==> src/rtl/resync_pkg.sv <==
package resync_pkg;

  // default widths of the shared delay/modulus field and the multiplier
  localparam int unsigned DEF_FIELD_W = 12;
  localparam int unsigned DEF_MULT_W  = 4;

  // destination of a configuration write
  typedef enum logic {
    CFG_TO_MOD = 1'b0,
    CFG_TO_DLY = 1'b1
  } cfg_dest_e;

endpackage

==> src/rtl/resync_cfg_regs.sv <==
module resync_cfg_regs
  import resync_pkg::*;
#(
  parameter int unsigned FIELD_W = DEF_FIELD_W,
  parameter int unsigned MULT_W  = DEF_MULT_W
) (
  input  logic               clk,
  input  logic               rst_n,
  input  logic               wr,
  input  logic               dly_sel,
  input  logic [FIELD_W-1:0] field,
  input  logic [MULT_W-1:0]  mult,
  output logic [FIELD_W-1:0] mod_q,
  output logic [FIELD_W-1:0] dly_q,
  output logic [MULT_W-1:0]  mult_q
);

  cfg_dest_e dest;
  assign dest = cfg_dest_e'(dly_sel);

  always_ff @(posedge clk) begin
    if (!rst_n) begin
      mod_q  <= '0;
      dly_q  <= '0;
      mult_q <= '0;
    end else if (wr) begin
      if (dest == CFG_TO_DLY) begin
        dly_q  <= field;
        mult_q <= mult;
      end else begin
        mod_q  <= field;
      end
    end
  end

  // a delay write leaves the modulus alone
  p_mod_hold_r3: assert property (@(posedge clk) disable iff (!rst_n)
    (wr && dly_sel) |=> $stable(mod_q));

  // a modulus write leaves the delay and multiplier alone
  p_dly_hold_r2: assert property (@(posedge clk) disable iff (!rst_n)
    (wr && !dly_sel) |=> ($stable(dly_q) && $stable(mult_q)));

endmodule

==> src/rtl/resync_nested_counter.sv <==
module resync_nested_counter #(
  parameter int unsigned FIELD_W = 12,
  parameter int unsigned MULT_W  = 4
) (
  input  logic               clk,
  input  logic               rst_n,
  input  logic               load,
  input  logic               abort,
  input  logic [FIELD_W-1:0] dly,
  input  logic [MULT_W-1:0]  mult,
  output logic               active,
  output logic               term
);

  localparam logic [FIELD_W-1:0] F_ONE = FIELD_W'(1);
  localparam logic [MULT_W-1:0]  M_ONE = MULT_W'(1);

  logic [FIELD_W-1:0] inner_q, snap_q, f_eff;
  logic [MULT_W-1:0]  outer_q, m_eff;
  logic               active_q;
  logic               at_end;

  // zero in either factor counts as one
  assign f_eff  = (dly  == '0) ? F_ONE : dly;
  assign m_eff  = (mult == '0) ? M_ONE : mult;
  assign at_end = (inner_q == F_ONE) && (outer_q == M_ONE);

  always_ff @(posedge clk) begin
    if (!rst_n) begin
      inner_q  <= '0;
      outer_q  <= '0;
      snap_q   <= '0;
      active_q <= 1'b0;
    end else if (abort) begin
      active_q <= 1'b0;
    end else if (load) begin
      inner_q  <= f_eff;
      outer_q  <= m_eff;
      snap_q   <= f_eff;
      active_q <= 1'b1;
    end else if (active_q) begin
      if (inner_q == F_ONE) begin
        if (outer_q == M_ONE) begin
          active_q <= 1'b0;
        end else begin
          inner_q <= snap_q;
          outer_q <= outer_q - M_ONE;
        end
      end else begin
        inner_q <= inner_q - F_ONE;
      end
    end
  end

  assign active = active_q;
  assign term   = active_q && at_end && !load && !abort;

  // an accepted write always leaves the counter running
  p_restart_r7: assert property (@(posedge clk) disable iff (!rst_n)
    (load && !abort) |=> active);

  // a cancel always stops the counter
  p_cancel_r8: assert property (@(posedge clk) disable iff (!rst_n)
    abort |=> !active);

  // the inner counter never sits at zero while running
  p_inner_live_r4: assert property (@(posedge clk) disable iff (!rst_n)
    active |-> (inner_q != '0 && outer_q != '0));

endmodule

==> src/rtl/resync_arm_ctrl.sv <==
module resync_arm_ctrl (
  input  logic clk,
  input  logic rst_n,
  input  logic chan_wr,
  input  logic resync_en,
  input  logic term,
  input  logic busy,
  output logic load,
  output logic abort,
  output logic pulse
);

  logic pulse_q;

  assign load  = chan_wr && resync_en;
  assign abort = !resync_en;

  always_ff @(posedge clk) begin
    if (!rst_n) pulse_q <= 1'b0;
    else        pulse_q <= term;
  end

  assign pulse = pulse_q;

  // the pulse lasts a single cycle
  p_pulse_single_r4: assert property (@(posedge clk) disable iff (!rst_n)
    pulse |=> !pulse);

  // busy and the pulse never overlap
  p_pulse_not_busy_r6: assert property (@(posedge clk) disable iff (!rst_n)
    pulse |-> !busy);

  // a pulse only ends a countdown
  p_pulse_after_busy_r6: assert property (@(posedge clk) disable iff (!rst_n)
    $rose(pulse) |-> $past(busy));

  // with the function disabled no countdown survives
  p_disabled_idle_r8: assert property (@(posedge clk) disable iff (!rst_n)
    !resync_en |=> (!busy && !$rose(pulse)));

endmodule

==> src/rtl/resync_delay_timer.sv <==
module resync_delay_timer
  import resync_pkg::*;
#(
  parameter int unsigned FIELD_W = DEF_FIELD_W,
  parameter int unsigned MULT_W  = DEF_MULT_W
) (
  input  logic               clk_ref,
  input  logic               rst_n,
  input  logic               chan_wr,
  input  logic               resync_en,
  input  logic               cfg_wr,
  input  logic               cfg_dly_sel,
  input  logic [FIELD_W-1:0] cfg_field,
  input  logic [MULT_W-1:0]  cfg_mult,
  output logic               resync_pulse,
  output logic [FIELD_W-1:0] modulus,
  output logic               busy
);

  logic [FIELD_W-1:0] dly_q;
  logic [MULT_W-1:0]  mult_q;
  logic               load, abort, term, active;

  resync_cfg_regs #(.FIELD_W(FIELD_W), .MULT_W(MULT_W)) u_regs (
    .clk     (clk_ref),
    .rst_n   (rst_n),
    .wr      (cfg_wr),
    .dly_sel (cfg_dly_sel),
    .field   (cfg_field),
    .mult    (cfg_mult),
    .mod_q   (modulus),
    .dly_q   (dly_q),
    .mult_q  (mult_q)
  );

  resync_arm_ctrl u_ctrl (
    .clk       (clk_ref),
    .rst_n     (rst_n),
    .chan_wr   (chan_wr),
    .resync_en (resync_en),
    .term      (term),
    .busy      (active),
    .load      (load),
    .abort     (abort),
    .pulse     (resync_pulse)
  );

  resync_nested_counter #(.FIELD_W(FIELD_W), .MULT_W(MULT_W)) u_cnt (
    .clk    (clk_ref),
    .rst_n  (rst_n),
    .load   (load),
    .abort  (abort),
    .dly    (dly_q),
    .mult   (mult_q),
    .active (active),
    .term   (term)
  );

  assign busy = active;

  // outputs quiet right after reset
  p_reset_quiet_r1: assert property (@(posedge clk_ref)
    $past(!rst_n) |-> (!resync_pulse && !busy && modulus == '0));

endmodule

==> config.mk <==
export PLATFORM = sky130hd
export DESIGN_NAME = resync_delay_timer
export DESIGN_NICKNAME = d
export VERILOG_FILES = /design/src/rtl/resync_pkg.sv /design/src/rtl/resync_cfg_regs.sv /design/src/rtl/resync_nested_counter.sv /design/src/rtl/resync_arm_ctrl.sv /design/src/rtl/resync_delay_timer.sv
export SDC_FILE = /design/constraint.sdc
export NUM_CORES = 1
export LEC_CHECK = 0
export CORE_MARGIN = 8
export CORE_UTILIZATION = 35
export DETAILED_ROUTE_END_ITERATION = 8
export SYNTH_ARGS = -nofsm -noshare
export SYNTH_HDL_FRONTEND = slang
export SYNTH_SLANG_ARGS = --single-unit
==> constraint.sdc <==
create_clock -name clk_ref -period 2.3 [get_ports clk_ref]
set_clock_uncertainty 0.1 [all_clocks]
set_input_delay 0.23 -clock clk_ref [delete_from_list [all_inputs] [get_ports clk_ref]]
set_output_delay 0.23 -clock clk_ref [all_outputs]
set_load 0.01 [all_outputs]
; ---- Word-level counts from Yosys, hierarchy flattened
; Index checks and enable logic that the tools add are counted.
[classes]
n_addsub = 2
eq_ne = 4
n_mux = 14
bitwise = 1
reduce_logical = 16
[ops]
columns = cell, count
row1 = two-way mux 12 bit, 5
row2 = two-way mux 4 bit, 5
row3 = "== test 12 x 1 -> 1 bit, second input constant", 1
row4 = logical NOT 12 bit, 1
row5 = "subtractor 12 x 1 -> 12 bit, second input constant", 1
row6 = AND reduction 2 bit, 4
row7 = logical AND 1 bit, 5
row8 = "== test 4 x 1 -> 1 bit, second input constant", 1
row9 = logical NOT 4 bit, 1
row10 = two-way mux 1 bit, 4
row11 = AND reduction 4 bit, 1
row12 = nonzero test 2 bit, 2
row13 = "subtractor 4 x 1 -> 4 bit, second input constant", 1
row14 = "!= test 3 x 2 -> 1 bit, second input constant", 1
row15 = AND reduction 3 bit, 1
row16 = "!= test 2 x 1 -> 1 bit, second input constant", 1
row17 = logical NOT 1 bit, 1
row18 = NOT 1 bit, 1
[word_totals]
ff_bits = 58
in_bits = 22
out_inout_bits = 14
elab_cells = 45

; ---- Depth between registers and ports, before layout
; Gate-level depths: netlist of the first run.
[depth]
word_depth = 5
depth_mapped = 8
mapped_depth_nobuf = 7

; ---- Modules after synthesis
; A second synthesis of the first run with hierarchy kept.
[unflattened]
cells_unflattened = 330
area_unflattened_um2 = 2767.7
[by_module_without_submodules]
columns = mod, n_inst, cells_each, area_each_um2, seq_area_each_um2
row1 = resync_nested_counter, 1, 216, 1662.8, 580.6
row2 = resync_cfg_regs, 1, 110, 1068.5, 560.5
row3 = resync_arm_ctrl, 1, 4, 36.3, 20.0

; ---- Worst setup path after synthesis of the first run
; OpenSTA, ideal clock, no wires.
[synth_path]
path_type = flip-flop to flip-flop
startpoint = register u_cnt.inner_q[1]
endpoint = register u_cnt.inner_q[10]
t_arrival_ns = 1.643
required_ns = 2.072
setup_slack_ns = 0.429
path_stages_with_launch = 9
cell_sequence = dfxtp_1 -> inv_1 -> ha_1 -> nor2b_1 -> nand4_4 -> o221a_2 -> buf_2 -> o21ai_0 -> a31oi_1
[synth_via]
elab_chain_len = 4
[synth_rtl]
columns = item, line_no
row1 = from (decl), resync_nested_counter.sv:18  ; logic [FIELD_W-1:0] inner_q, snap_q, f_eff;
row2 = from (signal assigned), resync_nested_counter.sv:46  ; inner_q <= snap_q;
row3 = from (signal assigned), resync_nested_counter.sv:50  ; inner_q <= inner_q - F_ONE;
row4 = subtractor 12 x 1 -> 12 bit / == test 12 x 1 -> 1 bit (equally long branches), "resync_nested_counter.sv:50, resync_nested_counter.sv:42"
row5 = two-way mux 12 bit, resync_nested_counter.sv:42  ; if (inner_q == F_ONE) begin
row6 = two-way mux 12 bit, resync_nested_counter.sv:41  ; end else if (active_q) begin
row7 = two-way mux 12 bit, resync_nested_counter.sv:36  ; end else if (load) begin
; Several ways; a longest one is shown, not always the timed one. The select of a mux whose other input is x is not followed.
; A chain may end at the register's enable or synchronous reset.

; ---- Worst setup path after layout of the first run
[layout_path]
startpoint = register u_cnt.inner_q[1]
endpoint = register u_cnt.inner_q[0]
[layout_via]
elab_chain_len = 4
[layout_rtl]
columns = item, line_no
row1 = == test 12 x 1 -> 1 bit (*), resync_nested_counter.sv:42
row2 = two-way mux 12 bit, resync_nested_counter.sv:42
row3 = two-way mux 12 bit, resync_nested_counter.sv:41
row4 = two-way mux 12 bit, resync_nested_counter.sv:36
; Every way passes the cells marked *; elsewhere a longest branch is shown, timed or not. The select of a mux whose other input is x is not followed.

==> flow_summary_export.csv, run 1 <==
group,metric,value,unit
run_status,status,"completed",
detailed_routing,drt_pass1_iterations,4,
detailed_routing,drc,0,
clock_network,cts_root_buf,"clkbuf_8",
synthesis,yosys.cell_types.count,41,
floorplan,initial_core_util,35.90,%
grt,grt_overflow,0,
synthesis,syn_area_per_cell,7.903,um2
sta,period_needed,2.131,ns
floorplan,die_h,101.8,um
synthesis,synth_ff_type,"dfxtp_1",
final_layout,utilization,45.42,%
setup_path,reg2regPathDepth,8,
power_and_ir_drop,p_leak,1.144,nW
synthesis,synth_edf_count,0,
grt,grt_pass1_wl,11.02,mm
synthesis,yosys-top-cells-area,"dfxtp_1, nand2_1, a21oi_1, o21ai_0, a31oi_1",
sta,grt_setup_unrepaired,"no",
sta,slew-limit-headroom,64.12,%
place,pre_cts_ws,0.1941,ns
place,gp_congestion,0.9062,
setup_path,start_kind,"flip-flop",
synthesis,synthTopCellsByCount,"nand2_1, dfxtp_1, a21oi_1, clkbuf_1, o21ai_0",
clock_network,clockBufferDepth,2,
power_and_ir_drop,ir_drop,0.2867,mV
run,drv_cap,0,
sta,worst_pin_slew,0.5383,ns
grt,antenna_found_initial,0,
synthesis,yosysTopAreaCell,"dfxtp_1",
setup_path,cp.required,2.41,ns
hold_path,whs_path_depth,3,
synthesis,yosysSeqAreaShare,45.07,%
floorplan,die_x,101.8,um
clock_network,cts_setup_buffers,0,
floorplan,rows,31,
detailed_routing,viasPerCell,5.047,
detailed_routing,drt-initial-drc-count,88,
grt,track_usage,13.68,%
floorplan,core,0.007176,mm2
sta,hold_slack,0.3474,ns
floorplan,dieArea,0.01036,mm2
sta,tns,0,ns
clock_network,cts.repair.resized,0,
sta,finalHoldViolations,0,
sta,drv_slew,0,
synthesis,synthArstFlopShare,0,%
hold_path,min_to,"u_regs.mult_q[1]",
setup_path,worstSetupPathType,"flip-flop to flip-flop",
place,hpwlAfterDp,4.756,mm
clock_network,clock-sinks,58,
setup_path,end_kind,"flip-flop",
clock_network,cts_hold_buf,0,
grt,grt_max_degree,26,
detailed_routing,dr_total_vias,2362,
final_layout,diodes,0,
clock_network,numCtsBuffers,9,
synthesis,synth_top_area_share,45.07,%
synthesis,synth.cell_area,0.002576,mm2
synthesis,yosysMostFrequentCell,"nand2_1",
detailed_routing,wl_per_cell,13.94,um
detailed_routing,wirelength,6.524,mm
sta,fmax,469.4,MHz
sta,period_share,92.63,%
grt,grt_pass1_vias,2297,
place,portBuffers,35,
detailed_routing,postRouteAntennaNets,0,
synthesis,ys_ff_latch,58,
setup_path,r2r_setup_slack,0.17,ns
synthesis,ys_warn_count,0,
final_layout,fin_nets,391,
final_layout,area_growth_syn_to_layout,26.52,%
hold_path,hp-start,"cfg_mult[1]",
setup_path,rr_startpoint,"u_cnt.inner_q[1]",
setup_path,crit_arrival,2.24,ns
final_layout,drive_gt1_share,8.943,%
floorplan,io_pins,36,
clock_network,clock_latency,0.33,ns
clock_network,htree_num_levels,3,
setup_path,rr_endpoint,"u_cnt.inner_q[0]",
clock_network,cts_tree,"done",
synthesis,synth_cells,326,
synthesis,syn_nets,352,
sta,setup_ws,0.1695,ns
power_and_ir_drop,powerDensity,742.7,mW/mm2
hold_path,hp-class,"primary input to flip-flop",
setup_path,path_max_fanout,7,
sta,setup_violations,0,
clock_network,path_clk_slew,0.07,ns
[how the worst max path moves through the flow]
| stage | from | to | slack, ns | cells after the start |
|---|---|---|---|---|
| after floorplan | u_cnt.inner_q[1] | u_cnt.inner_q[10] | 0.43 | 8 |
| after global placement | u_cnt.inner_q[1] | u_cnt.inner_q[7] | 0.29 | 7 |
| after detailed placement | u_cnt.inner_q[1] | u_cnt.inner_q[0] | 0.19 | 8 |
| after CTS | u_cnt.inner_q[1] | u_cnt.inner_q[0] | 0.18 | 8 |
| after global routing | u_cnt.inner_q[1] | u_cnt.inner_q[6] | 0.01 | 7 |
| final | u_cnt.inner_q[1] | u_cnt.inner_q[0] | 0.17 | 8 |
[worst max-delay path: stages (launching register included)]
cell      delay, ns
dfxtp_1        0.35
inv_1          0.09
ha_1           0.18
nor2b_1        0.31
nand4_4        0.19
buf_4          0.21
and2_1         0.15
a211oi_1       0.29
o32ai_2        0.13
[kinds of logic (layout without fill, tap and decap cells)]
kind of cell	count (synthesis)	count (layout)	synth area share, %
mux	2	2	0.8256
buf+inv	27	70	4.031
flops	58	58	45.07
compound gates	91	91	21.08
xor+xnor	8	8	2.720
simple gates	136	136	24.33
fa+ha+maj	4	4	1.943
[registers in the layout, summed over array words and instances, names as in the netlist]
signal,count
u_regs.dly_q,12
u_cnt.active,1
u_cnt.inner_q,12
u_cnt.outer_q,4
u_ctrl.pulse,1
u_regs.mult_q,4
u_cnt.snap_q,12
u_regs.mod_q,12
[power breakdown]
group / internal [mW] / switching (mW) / leakage (nW) / total [mW]
Sequential: 1.05 / 0.0468 / 0.474 / 1.10
Combinational: 0.188 / 0.204 / 0.576 / 0.393
Clock: 0.519 / 0.408 / 0.0941 / 0.927
Total: 1.76 / 0.659 / 1.14 / 2.42
[cell type report]
| cell class | instances | area [um2] |
|---|---|---|
| flip-flops and latches | 58 | 1161 |
| inverters | 8 | 30.03 |
| multi-input cells | 241 | 1311 |
| repair buffers | 47 | 440.4 |
| fillers | 720 | 3916 |
| clock buffers | 10 | 137.6 |
| clock inverters | 5 | 55.05 |
| well taps | 99 | 123.9 |
[placed cells by master, fill, tap and decap left out, types with 7 or more instances in the layout]
| master | count |
|---|---|
| nand2_1 | 91 |
| a21oi_1 | 45 |
| inv_1 | 7 |
| clkdlybuf4s50_1 | 35 |
| clkbuf_8 | 10 |
| o21ai_0 | 14 |
| a31oi_1 | 10 |
| nor2_1 | 10 |
| buf_4 | 12 |
| dfxtp_1 | 58 |
| nor3_1 | 7 |
[routing by layer]
metal	up-vias	wire length, um	share of wire [%]	GRT usage (%)
met5	-	0	0	0
met4	0	167	2.6	8.133
met3	14	445	6.8	4.330
met2	65	2875	44	20.82
met1	1079	3035	47	16.50
li1	1204	-	-	-
[per-stage QoR]
stage	instance area (um2)	instances	total power, mW
after floorplan	2576	326	1.375
after global routing	3259	468	2.540
after global placement	3067	453	1.512
after CTS	3259	468	2.442
after detailed placement	3067	453	1.514
final	3259	468	2.421
(Power assumes the default switching activity.)
==> run 2: changes to the inputs <==
--- a/config.mk
+++ b/config.mk
@@ -5,9 +5,9 @@
 export SDC_FILE = /design/constraint.sdc
 export NUM_CORES = 1
 export LEC_CHECK = 0
-export CORE_MARGIN = 8
 export CORE_UTILIZATION = 35
 export DETAILED_ROUTE_END_ITERATION = 8
+export GPL_TIMING_DRIVEN = 0
 export SYNTH_ARGS = -nofsm -noshare
 export SYNTH_HDL_FRONTEND = slang
 export SYNTH_SLANG_ARGS = --single-unit
==> run 2 against run 1 <==
Against the previous run: count of clock-buffer cells in the layout increased by 1; register-to-register slack about the same; clock power increased by 28%; non-clock buffer count increased by 8; first-iteration DRC count increased by 110%; critical endpoint is now u_cnt.inner_q[5].
==> flow_summary_export.csv, run 2 (synthesis gave the netlist of run 1 again) <==
group,metric,value,unit
setup_path,end_kind,"flip-flop",
grt,grt_overflow,0,
grt,grt_pass1_wl,11.37,mm
final_layout,drive_gt1_share,7.407,%
sta,finalHoldViolations,0,
grt,antenna_found_initial,0,
sta,tns,0,ns
floorplan,io_pins,36,
detailed_routing,drt-initial-drc-count,189,
floorplan,die_h,87.80,um
setup_path,path_delay_family,"compound AO/OA/AOI/OAI gates",
setup_path,start_kind,"flip-flop",
sta,setup_violations,0,
place,gp_congestion,0.8439,
detailed_routing,viasPerCell,5.232,
setup_path,cp_slowest_cell,"dfxtp_1",
detailed_routing,drt_pass1_iterations,6,
setup_path,cp_cell_sequence,"ha_1 > nor2b_2 > nand4_4 > o221a_2 > buf_2 > o21ai_0 > a31oi_1",
setup_path,critical_path_buf_inv_count,1,
clock_network,path_clk_slew,0.07,ns
run,drv_cap,0,
setup_path,crit_path_start,"u_cnt.inner_q[0]",
setup_path,path_depth,7,
detailed_routing,dr_total_vias,2480,
clock_network,numCtsBuffers,9,
grt,grt_pass1_vias,2306,
clock_network,clockBufferDepth,2,
sta,grt_setup_unrepaired,"no",
setup_path,max_stage_delay,0.41,ns
place,placed_area,0.003037,mm2
floorplan,core,0.006944,mm2
final_layout,nFillCells,681,
detailed_routing,wl_per_cell,14.56,um
grt,track_usage,19.22,%
floorplan,dieArea,0.007708,mm2
detailed_routing,postRouteAntennaNets,0,
hold_path,hp-start,"rst_n",
sta,slew-limit-headroom,61.42,%
floorplan,rows,30,
hold_path,hp-class,"primary input to flip-flop",
place,hpwlAfterDp,4.840,mm
final_layout,area_growth_syn_to_layout,28.51,%
run_status,status,"completed",
detailed_routing,wirelength,6.902,mm
power_and_ir_drop,p_leak,1.160,nW
clock_network,htree_num_levels,3,
power_and_ir_drop,total_power,2.696,mW
clock_network,clock_latency,0.33,ns
sta,period_needed,2.144,ns
setup_path,path_max_fanout,10,
final_layout,fin_area,0.003311,mm2
place,portBuffers,34,
final_layout,final_cell_mix,"nand2_1, dfxtp_1, a21oi_1",
clock_network,clock-sinks,58,
clock_network,cts_root_buf,"clkbuf_8",
power_and_ir_drop,powerDensity,814.2,mW/mm2
power_and_ir_drop,ir_drop,0.3700,mV
setup_path,reg2regPathDepth,7,
final_layout,diodes,0,
sta,worst_pin_slew,0.5787,ns
setup_path,rr_startpoint,"u_cnt.inner_q[0]",
floorplan,initial_core_util,37.10,%
setup_path,cp.required,2.41,ns
hold_path,whs_path_depth,3,
grt,grt_max_degree,11,
final_layout,fin_cells,474,
setup_path,worstSetupPathType,"flip-flop to flip-flop",
clock_network,cts_tree,"done",
clock_network,cts_hold_buf,0,
floorplan,die_x,87.80,um
final_layout,fin_nets,399,
sta,fmax,466.5,MHz
detailed_routing,drc,0,
sta,drv_slew,0,
sta,period_share,93.21,%
place,placed_cells,456,
setup_path,crit_arrival,2.25,ns
final_layout,final_common_cell,"nand2_1",
-- run 2: cell types whose count changed in the layout (fill, tap and decap cells not counted), moves of 2 or more --
| cell | change |
|---|---|
| buf_4 | -10 |
| bufinv_16 | +2 |
| clkinvlp_4 | -2 |
| buf_2 | +2 |
| clkbuf_1 | +16 |
-- run 2: layout make-up --
| type | instances | area (um2) | share of cell area (%) |
|---|---|---|---|
| Timing Repair Buffer | 36 | 355.3 | 10.73 |
| Clock inverter | 5 | 100.1 | 3.023 |
| Sequential cell | 58 | 1161 | 35.07 |
| Tap cell | 96 | 120.1 | 3.628 |
| Clock buffer | 11 | 151.4 | 4.573 |
| Multi-Input combinational cell | 241 | 1319 | 39.83 |
| Buffer | 19 | 73.82 | 2.230 |
| Inverter | 8 | 30.03 | 0.9070 |
-- run 2: final timing paths --
path	to	slack (ns)
hold reg to reg	u_cnt.snap_q[5]	0.35
setup reg to reg	u_cnt.inner_q[5]	0.16
setup / recovery	u_cnt.inner_q[5]	0.16
hold / removal	u_cnt.inner_q[9]	0.28
-- run 2: worst reg2reg max path, delay by kind of cell (launching register included) --
| family | cells | cell delay (ns) |
|---|---|---|
| AO/OA/AOI/OAI | 3 | 0.62 |
| adder cells (fa/ha/maj) | 1 | 0.22 |
| buffers and inverters | 1 | 0.22 |
| flip-flops | 1 | 0.41 |
| AND/OR/NAND/NOR | 2 | 0.46 |
-- run 2: routing by layer --
layer,wire (um),part of all wire (%),global-route usage [%]
met5,0,0,0
met4,133,1.9,7.601
met3,385,5.6,3.299
met2,3110,45,31.15
met1,3273,47,25.43
-- run 2: per-stage QoR --
| step | worst slack [ns] | util, % | hold WS [ns] |
|---|---|---|---|
| 3_3_place_gp | 0.06796 | 43.73 | 0.3418 |
| 5_1_grt | 0.004767 | 47.68 | 0.2891 |
| 6_report | 0.1562 | 47.68 | 0.2770 |
| 3_5_place_dp | 0.03976 | 43.73 | 0.3461 |
| 4_1_cts | 0.08624 | 47.35 | 0.2696 |
| 2_1_floorplan | 0.4289 | - | 0.2660 |
-- run 2: repair_timing --
action	4_1_cts	5_1_grt
setup buffers	0	2
gates resized for setup	0	2
endpoints found under the setup margin	0	7
-- run 2: power by group --
group	switching, mW	internal [mW]
clock network	0.415	0.775
logic	0.218	0.186
registers	0.0469	1.05
==> run 3: changes to the inputs <==
--- a/config.mk
+++ b/config.mk
@@ -8,6 +8,7 @@
 export CORE_UTILIZATION = 35
 export DETAILED_ROUTE_END_ITERATION = 8
 export GPL_TIMING_DRIVEN = 0
+export SKIP_CTS_REPAIR_TIMING = 1
 export SYNTH_ARGS = -nofsm -noshare
 export SYNTH_HDL_FRONTEND = slang
 export SYNTH_SLANG_ARGS = --single-unit
==> results of run 3 <==
Final layout, timing and power as in run 2 (identical DEF).
